--- config.mk ---
export PLATFORM = sky130hd
export DESIGN_NAME = i2c_regbank_slave
export DESIGN_NICKNAME = d
export VERILOG_FILES = /design/src/rtl/i2c_rb_pkg.sv /design/src/rtl/i2c_rb_sync.sv /design/src/rtl/i2c_rb_link.sv /design/src/rtl/i2c_rb_regs.sv /design/src/rtl/i2c_regbank_slave.sv
export SDC_FILE = /design/constraint.sdc
export NUM_CORES = 1
export LEC_CHECK = 0
export CAP_MARGIN = 0
export CORE_ASPECT_RATIO = 1.4
export CORE_UTILIZATION = 30
export DETAILED_ROUTE_END_ITERATION = 10
export SYNTH_ARGS = -nofsm -noshare
export SYNTH_HDL_FRONTEND = slang
export SYNTH_SLANG_ARGS = --single-unit
--- constraint.sdc ---
create_clock -name clk -period 2.3 [get_ports clk]
set_clock_uncertainty 0.05 [all_clocks]
set_input_delay 0.345 -clock clk [delete_from_list [all_inputs] [get_ports clk]]
set_output_delay 0.345 -clock clk [all_outputs]
set_load 0.01 [all_outputs]
--- src/rtl/i2c_rb_pkg.sv ---
`timescale 1ns/1ps
package i2c_rb_pkg;

  localparam int BYTE_W = 8;

  typedef enum logic [2:0] {
    ST_IDLE,
    ST_ADDR,
    ST_ADDR_ACK,
    ST_RX,
    ST_RX_ACK,
    ST_TX,
    ST_TX_ACK
  } link_state_e;

  // Default of bank entry idx: the last entry is the selector, odd entries
  // are prescalers, even entries are duty values.
  function automatic logic [BYTE_W-1:0] reset_value(input int idx, input int nregs);
    if (idx == nregs - 1) return 8'hF0;
    else if ((idx % 2) == 1) return 8'h00;
    else return 8'h80;
  endfunction

endpackage

--- src/rtl/i2c_rb_sync.sv ---
`timescale 1ns/1ps
module i2c_rb_sync #(
  parameter int STAGES = 2
) (
  input  logic clk,
  input  logic rst_n,
  input  logic scl_in,
  input  logic sda_in,
  output logic scl_s,
  output logic sda_s,
  output logic scl_rise,
  output logic scl_fall,
  output logic start_det,
  output logic stop_det
);

  localparam int W = STAGES + 1;

  logic [W-1:0] scl_p;
  logic [W-1:0] sda_p;
  logic         scl_d;
  logic         sda_d;

  always_ff @(posedge clk or negedge rst_n) begin
    if (!rst_n) begin
      scl_p <= '1;
      sda_p <= '1;
    end else begin
      scl_p <= {scl_p[W-2:0], scl_in};
      sda_p <= {sda_p[W-2:0], sda_in};
    end
  end

  assign scl_s = scl_p[W-2];
  assign sda_s = sda_p[W-2];
  assign scl_d = scl_p[W-1];
  assign sda_d = sda_p[W-1];

  assign scl_rise  = scl_s & ~scl_d;
  assign scl_fall  = ~scl_s & scl_d;
  assign start_det = scl_s & scl_d & sda_d & ~sda_s;
  assign stop_det  = scl_s & scl_d & ~sda_d & sda_s;

endmodule

--- src/rtl/i2c_rb_link.sv ---
`timescale 1ns/1ps
module i2c_rb_link
  import i2c_rb_pkg::*;
#(
  parameter logic [5:0] ADDR_FIXED = 6'b110000
) (
  input  logic              clk,
  input  logic              rst_n,
  input  logic              scl_s,
  input  logic              sda_s,
  input  logic              scl_rise,
  input  logic              scl_fall,
  input  logic              start_det,
  input  logic              stop_det,
  input  logic              addr_sel,
  input  logic [BYTE_W-1:0] rd_data,
  output logic              wr_stb,
  output logic              wr_is_cmd,
  output logic [BYTE_W-1:0] wr_data,
  output logic              rd_stb,
  output logic              sda_oe
);

  localparam int CNT_W = $clog2(BYTE_W + 1);
  localparam logic [CNT_W-1:0] FULL = CNT_W'(BYTE_W);

  link_state_e       state_q;
  logic [CNT_W-1:0]  bit_cnt;
  logic [BYTE_W-1:0] rx_sh;
  logic [BYTE_W-1:0] tx_sh;
  logic              rw_q;
  logic              cmd_phase;
  logic              mack_q;
  logic              byte_in;

  assign byte_in   = (bit_cnt == FULL);
  assign wr_stb    = (state_q == ST_RX) && scl_fall && byte_in;
  assign wr_is_cmd = cmd_phase;
  assign wr_data   = rx_sh;
  assign rd_stb    = (state_q == ST_TX) && scl_fall && byte_in;

  always_ff @(posedge clk or negedge rst_n) begin
    if (!rst_n) begin
      state_q   <= ST_IDLE;
      bit_cnt   <= '0;
      rx_sh     <= '0;
      tx_sh     <= '0;
      rw_q      <= 1'b0;
      cmd_phase <= 1'b0;
      mack_q    <= 1'b0;
      sda_oe    <= 1'b0;
    end else if (start_det) begin
      state_q <= ST_ADDR;
      bit_cnt <= '0;
      sda_oe  <= 1'b0;
    end else if (stop_det) begin
      state_q <= ST_IDLE;
      sda_oe  <= 1'b0;
    end else begin
      case (state_q)
        ST_ADDR: begin
          if (scl_rise && !byte_in) begin
            rx_sh   <= {rx_sh[BYTE_W-2:0], sda_s};
            bit_cnt <= bit_cnt + 1'b1;
          end else if (scl_fall && byte_in) begin
            if (rx_sh[BYTE_W-1:1] == {ADDR_FIXED, addr_sel}) begin
              sda_oe  <= 1'b1;
              rw_q    <= rx_sh[0];
              state_q <= ST_ADDR_ACK;
            end else begin
              state_q <= ST_IDLE;
            end
          end
        end
        ST_ADDR_ACK: begin
          if (scl_fall) begin
            bit_cnt <= '0;
            if (rw_q) begin
              tx_sh   <= rd_data;
              sda_oe  <= ~rd_data[BYTE_W-1];
              state_q <= ST_TX;
            end else begin
              sda_oe    <= 1'b0;
              cmd_phase <= 1'b1;
              state_q   <= ST_RX;
            end
          end
        end
        ST_RX: begin
          if (scl_rise && !byte_in) begin
            rx_sh   <= {rx_sh[BYTE_W-2:0], sda_s};
            bit_cnt <= bit_cnt + 1'b1;
          end else if (scl_fall && byte_in) begin
            sda_oe    <= 1'b1;
            cmd_phase <= 1'b0;
            state_q   <= ST_RX_ACK;
          end
        end
        ST_RX_ACK: begin
          if (scl_fall) begin
            sda_oe  <= 1'b0;
            bit_cnt <= '0;
            state_q <= ST_RX;
          end
        end
        ST_TX: begin
          if (scl_rise && !byte_in) begin
            bit_cnt <= bit_cnt + 1'b1;
          end else if (scl_fall) begin
            if (byte_in) begin
              sda_oe  <= 1'b0;
              state_q <= ST_TX_ACK;
            end else begin
              tx_sh  <= {tx_sh[BYTE_W-2:0], 1'b0};
              sda_oe <= ~tx_sh[BYTE_W-2];
            end
          end
        end
        ST_TX_ACK: begin
          if (scl_rise) begin
            mack_q <= ~sda_s;
          end else if (scl_fall) begin
            if (mack_q) begin
              tx_sh   <= rd_data;
              sda_oe  <= ~rd_data[BYTE_W-1];
              bit_cnt <= '0;
              state_q <= ST_TX;
            end else begin
              state_q <= ST_IDLE;
            end
          end
        end
        default: state_q <= ST_IDLE;
      endcase
    end
  end

  // the pull-down only engages while SCL is low
  p_oe_rise_scl_low_r12: assert property (@(posedge clk) disable iff (!rst_n)
    $rose(sda_oe) |-> !scl_s);

  // a STOP always leaves SDA released
  p_stop_release_r2: assert property (@(posedge clk) disable iff (!rst_n)
    stop_det |=> !sda_oe);

  // nothing is driven while idle
  p_idle_quiet_r3: assert property (@(posedge clk) disable iff (!rst_n)
    (state_q == ST_IDLE) |-> !sda_oe);

  // the address acknowledge holds SDA low
  p_addr_ack_low_r3: assert property (@(posedge clk) disable iff (!rst_n)
    (state_q == ST_ADDR_ACK) |-> sda_oe);

endmodule

--- src/rtl/i2c_rb_regs.sv ---
`timescale 1ns/1ps
module i2c_rb_regs
  import i2c_rb_pkg::*;
#(
  parameter int NUM_REGS = 6,
  parameter int PTR_W    = 3,
  parameter int IN_W     = 2,
  parameter int AI_BIT   = 4
) (
  input  logic                           clk,
  input  logic                           rst_n,
  input  logic                           wr_stb,
  input  logic                           wr_is_cmd,
  input  logic [BYTE_W-1:0]              wr_data,
  input  logic                           rd_stb,
  input  logic [IN_W-1:0]                port_in,
  output logic [BYTE_W-1:0]              rd_data,
  output logic [BYTE_W*(NUM_REGS-1)-1:0] reg_out
);

  localparam logic [PTR_W-1:0] LAST_PTR = PTR_W'(NUM_REGS - 1);

  logic [PTR_W-1:0]             ptr_q;
  logic                         ai_q;
  logic [PTR_W-1:0]             ptr_next;
  logic                         data_wr;
  logic [BYTE_W*NUM_REGS-1:0]   bank_flat;

  assign data_wr  = wr_stb && !wr_is_cmd;
  assign ptr_next = (ptr_q >= LAST_PTR) ? '0 : ptr_q + 1'b1;

  always_ff @(posedge clk or negedge rst_n) begin
    if (!rst_n) begin
      ptr_q <= '0;
      ai_q  <= 1'b0;
    end else if (wr_stb && wr_is_cmd) begin
      ptr_q <= wr_data[PTR_W-1:0];
      ai_q  <= wr_data[AI_BIT];
    end else if ((data_wr || rd_stb) && ai_q) begin
      ptr_q <= ptr_next;
    end
  end

  assign bank_flat[BYTE_W-1:0] = {{(BYTE_W-IN_W){1'b0}}, port_in};

  for (genvar k = 1; k < NUM_REGS; k++) begin : g_bank
    logic [BYTE_W-1:0] q;
    always_ff @(posedge clk or negedge rst_n) begin
      if (!rst_n) q <= reset_value(k, NUM_REGS);
      else if (data_wr && (ptr_q == PTR_W'(k))) q <= wr_data;
    end
    assign bank_flat[BYTE_W*k +: BYTE_W] = q;
  end

  always_comb begin
    rd_data = '0;
    for (int i = 0; i < NUM_REGS; i++) begin
      if (ptr_q == PTR_W'(i)) rd_data = bank_flat[BYTE_W*i +: BYTE_W];
    end
  end

  assign reg_out = bank_flat[BYTE_W*NUM_REGS-1:BYTE_W];

  // a data write aimed at the input register leaves the bank untouched
  p_input_ro_r7: assert property (@(posedge clk) disable iff (!rst_n)
    (data_wr && ptr_q == '0) |=> $stable(reg_out));

  // writes at unimplemented pointers leave the bank untouched
  p_unmapped_wr_r8: assert property (@(posedge clk) disable iff (!rst_n)
    (data_wr && ptr_q > LAST_PTR) |=> $stable(reg_out));

  // the command byte never lands in the bank
  p_cmd_no_bank_r4: assert property (@(posedge clk) disable iff (!rst_n)
    (wr_stb && wr_is_cmd) |=> $stable(reg_out));

  // without auto-increment the pointer holds across data bytes
  p_ptr_hold_r10: assert property (@(posedge clk) disable iff (!rst_n)
    ((data_wr || rd_stb) && !ai_q) |=> $stable(ptr_q));

endmodule

--- src/rtl/i2c_regbank_slave.sv ---
`timescale 1ns/1ps
module i2c_regbank_slave
  import i2c_rb_pkg::*;
#(
  parameter int         NUM_REGS    = 6,
  parameter int         PTR_W       = 3,
  parameter int         IN_W        = 2,
  parameter int         AI_BIT      = 4,
  parameter int         SYNC_STAGES = 2,
  parameter logic [5:0] ADDR_FIXED  = 6'b110000
) (
  input  logic                           clk,
  input  logic                           rst_n,
  input  logic                           scl_in,
  input  logic                           sda_in,
  output logic                           sda_oe,
  input  logic                           addr_sel,
  input  logic [IN_W-1:0]                port_in,
  output logic [BYTE_W*(NUM_REGS-1)-1:0] reg_out
);

  logic              scl_s;
  logic              sda_s;
  logic              scl_rise;
  logic              scl_fall;
  logic              start_det;
  logic              stop_det;
  logic              wr_stb;
  logic              wr_is_cmd;
  logic [BYTE_W-1:0] wr_data;
  logic              rd_stb;
  logic [BYTE_W-1:0] rd_data;

  i2c_rb_sync #(.STAGES(SYNC_STAGES)) sync_i (
    .clk       (clk),
    .rst_n     (rst_n),
    .scl_in    (scl_in),
    .sda_in    (sda_in),
    .scl_s     (scl_s),
    .sda_s     (sda_s),
    .scl_rise  (scl_rise),
    .scl_fall  (scl_fall),
    .start_det (start_det),
    .stop_det  (stop_det)
  );

  i2c_rb_link #(.ADDR_FIXED(ADDR_FIXED)) link_i (
    .clk       (clk),
    .rst_n     (rst_n),
    .scl_s     (scl_s),
    .sda_s     (sda_s),
    .scl_rise  (scl_rise),
    .scl_fall  (scl_fall),
    .start_det (start_det),
    .stop_det  (stop_det),
    .addr_sel  (addr_sel),
    .rd_data   (rd_data),
    .wr_stb    (wr_stb),
    .wr_is_cmd (wr_is_cmd),
    .wr_data   (wr_data),
    .rd_stb    (rd_stb),
    .sda_oe    (sda_oe)
  );

  i2c_rb_regs #(
    .NUM_REGS (NUM_REGS),
    .PTR_W    (PTR_W),
    .IN_W     (IN_W),
    .AI_BIT   (AI_BIT)
  ) regs_i (
    .clk       (clk),
    .rst_n     (rst_n),
    .wr_stb    (wr_stb),
    .wr_is_cmd (wr_is_cmd),
    .wr_data   (wr_data),
    .rd_stb    (rd_stb),
    .port_in   (port_in),
    .rd_data   (rd_data),
    .reg_out   (reg_out)
  );

endmodule

==> impl_metrics.py <==
metrics = {
    "critical_path": {
        "start_kind": "flop",
        "crit_arrival_ns": 2.36,
        "r2r_slack_ns": 0.11,
        "cp_max_fo": 8,
        "crit_required_ns": 2.47,
        "critPathCaptureType": "flop",
        "path_class": "flop to flop",
    },
    "sta": {
        "slew_headroom_pct": 69.1,
        "finalCriticalPeriod_ns": 2.19,
        "hold_viol": 0,
        "fin_ws_ns": 0.113,
        "rsz0062_at_grt": "false",
        "worstMarginPinSlew_ns": 0.452,
        "final-setup-viol-count": 0,
        "max_freq_ghz": 0.457,
        "fin_crit_sh_pct": 95.1,
        "finalMaxSlewViolations": 0,
        "setup_tns_ns": 0,
    },
    "global_route": {
        "antenna_found_initial": 0,
        "grt_pass1_vias": 3196,
        "grt_max_degree": 43,
        "grt_first_pass_wirelength_um": 17200,
        "gr-total-overflow": 0,
        "busiest_layer": "met2",
        "use_met1_pct": 19.8,
        "grtUsageMet2_pct": 29.5,
        "use_met3_pct": 3.27,
        "track_usage_pct": 16.9,
    },
    "floorplanning": {
        "rows": 48,
        "dieArea_um2": 13500,
        "io_pins": 48,
        "initial_utilization_pct": 31.2,
        "die_h_um": 137,
        "die_w_um": 98.4,
        "core-area_um2": 12500,
    },
    "synthesis": {
        "yosysSeqAreaShare_pct": 49.1,
        "yosys.area.top_type": "dfrtp_1",
        "ys_ff_latch": 76,
        "synthFlopType": "dfrtp_1",
        "synth_area_um2": 3900,
        "syn_nets": 356,
        "synth_common_cells": "dfrtp_1 (64), mux2_2 (57), o21ai_0 (28), nand2_1 (24), a22oi_1 (13)",
        "synth.top_cell.area_share_pct": 41.0,
        "yosysUniqueCellTypes": 52,
        "synth_warnings": 0,
        "syn-instance-count": 342,
        "yosysMostFrequentCell": "dfrtp_1",
        "synth_area_per_cell_um2": 11.4,
        "synth_area_leaders": "dfrtp_1 (41%), mux2_2 (16%), dfstp_2 (8.1%), o21ai_0 (3.6%), a22oi_1 (2.5%)",
        "async_flop_share_pct": 100,
        "synth_edf_count": 0,
    },
    "clocking": {
        "cts_tree": "yes",
        "clock-root-buffer": "clkbuf_16",
        "clockBufferDepth": 2,
        "cts_buffers": 9,
        "postCtsSetupBuffers": 0,
        "cts.sink_count": 76,
        "clk_latency_ns": 0.34,
        "clk_pin_slew_ns": 0.06,
        "htreeDepth": 3,
    },
    "route": {
        "wl_um": 10600,
        "vias_per_cell": 5.43,
        "vias": 3054,
        "firstDrtPassIters": 7,
        "first_iter_violations": 266,
        "drtAntennaViolNets": 0,
        "wl_per_cell_um": 18.9,
        "detail_route.drc_violations": 0,
    },
    "placed_design": {
        "post-dp-hpwl_um": 7890,
        "dp_slack_ns": 0.0964,
        "gp_congestion": 0.849,
        "dp.cells": 545,
        "portBuffers": 47,
    },
    "power_and_ir_drop": {
        "switching_share_pct": 32.0,
        "powerDensity_nw_per_um2": 806,
        "power_switching_mw": 1.28,
        "power_mw": 4.02,
        "pwr-share-comb_pct": 22.5,
        "share_seq_of_total_power_pct": 42.5,
        "power.internal_mw": 2.73,
        "pwr-share-clk_pct": 35.0,
        "leakage_nw": 2.17,
        "vdd_ir_drop_max_mv": 0.403,
    },
    "cells_and_area": {
        "syn2layout_area_growth_pct": 27.7,
        "fin_cells": 562,
        "fin_util_pct": 39.9,
        "final_nets": 421,
        "drive_gt1_share_pct": 29.9,
        "nFillCells": 1211,
        "antenna_cells": 0,
    },
    "worst_hold_path": {
        "hold_class": "flop to flop",
    },
    "run_status": {
        "status": "complete, no violations",
    },
    "run": {
        "max_cap_viol_count": 0,
    },
}
==> layout make-up <==
class                   count  area (um^2)  area share (%)
clock buffers              10          229            4.59
flip-flops and latches     76         1920            38.5
repair buffers             72          671            13.5
inverters                  10         37.5           0.753
well taps                 150          188            3.77
clock inverters             6         65.1            1.31
multi-input cells         238         1880            37.7
==> path summary, 6_finish.rpt <==
kind | depth (start not counted) | end | from
setup / recovery | 5 | regs_i.g_bank[2].q[5] | sync_i.scl_p[2]
hold / removal | 0 | sync_i.scl_p[1] | sync_i.scl_p[0]
setup reg to reg | 5 | regs_i.g_bank[2].q[5] | sync_i.scl_p[2]
hold reg to reg | 0 | sync_i.scl_p[1] | sync_i.scl_p[0]
max in group asynchronous | 3 | regs_i.g_bank[5].q[5] | rst_n
min in group asynchronous | 2 | link_i.state_q[2] | rst_n
==> flip-flops by register name, indices dropped and copies added, names as in the netlist, 3 cells and up <==
register	flops
link_i.state_q	3
link_i.wr_data	8
regs_i.g_bank.q	40
sync_i.sda_p	3
link_i.tx_sh	7
link_i.bit_cnt	4
regs_i.ptr_q	3
sync_i.scl_p	3
==> logic make-up (layout without fill, tap and decap cells) <==
logic type	after synthesis	count (layout)	share of synthesized area [%]
and+or+nand+nor	90	90	14.2
DFF	76	76	49.1
AOI/OAI and AO/OA	73	73	12.4
muxes	65	65	18.5
buffers and inverters	28	98	2.92
adders and majority gates	7	7	2.24
xor gates and xnor gates	3	3	0.673
==> cell usage in the layout (no fill, tap or decap), types with 9 or more instances in the layout <==
cell             count
nor2_1               9
nor2b_1             10
clkdlybuf4s50_1     46
buf_4               24
dfrtp_1             64
mux2_2              57
nor3_1               9
nand2_1             24
o21ai_0             28
a22oi_1             13
clkbuf_16            9
dfstp_2             12
inv_1               10
==> worst max-delay path, cell delays in order, from the launching register on <==
cell,delay (ns)
dfstp_2,0.59
and2b_1,0.34
nand4_4,0.23
nor4b_4,0.29
buf_4,0.21
mux2_2,0.35
==> routing by layer <==
metal | up-vias | part of all wire [%] | wire length [um]
met4 | 0 | 3.0 | 324
met1 | 1540 | 41 | 4350
li1 | 1381 | - | -
met5 | - | 0 | 0
met2 | 107 | 52 | 5500
met3 | 26 | 4.3 | 460
==> metrics by stage <==
step / instance area (um^2) / hold WS (ns)
floorplan: 3900 / -0.000591
global placement: 4680 / 0.280
detailed placement: 4680 / 0.293
CTS: 4980 / 0.306
global route: 4980 / 0.310
finish: 4980 / 0.305
==> what timing repair did <==
item	CTS	global route
setup endpoints to repair	0	7
resized for setup	0	2
hold endpoints to repair	27	0
hold buffers	1	0
==> power by group through the flow <==
| stage | Clock (mW) | Sequential, mW | Combinational [mW] |
|---|---|---|---|
| 6_report | 1.41 | 1.71 | 0.905 |
| 5_1_grt | 1.49 | 1.73 | 1.01 |
| 4_1_cts | 1.43 | 1.70 | 0.904 |
| 3_5_place_dp | 0 | 1.73 | 0.898 |
| 3_3_place_gp | 0 | 1.72 | 0.880 |
| 2_1_floorplan | 0 | 1.65 | 0.571 |
Note: power is estimated with default switching activity, not from simulation.
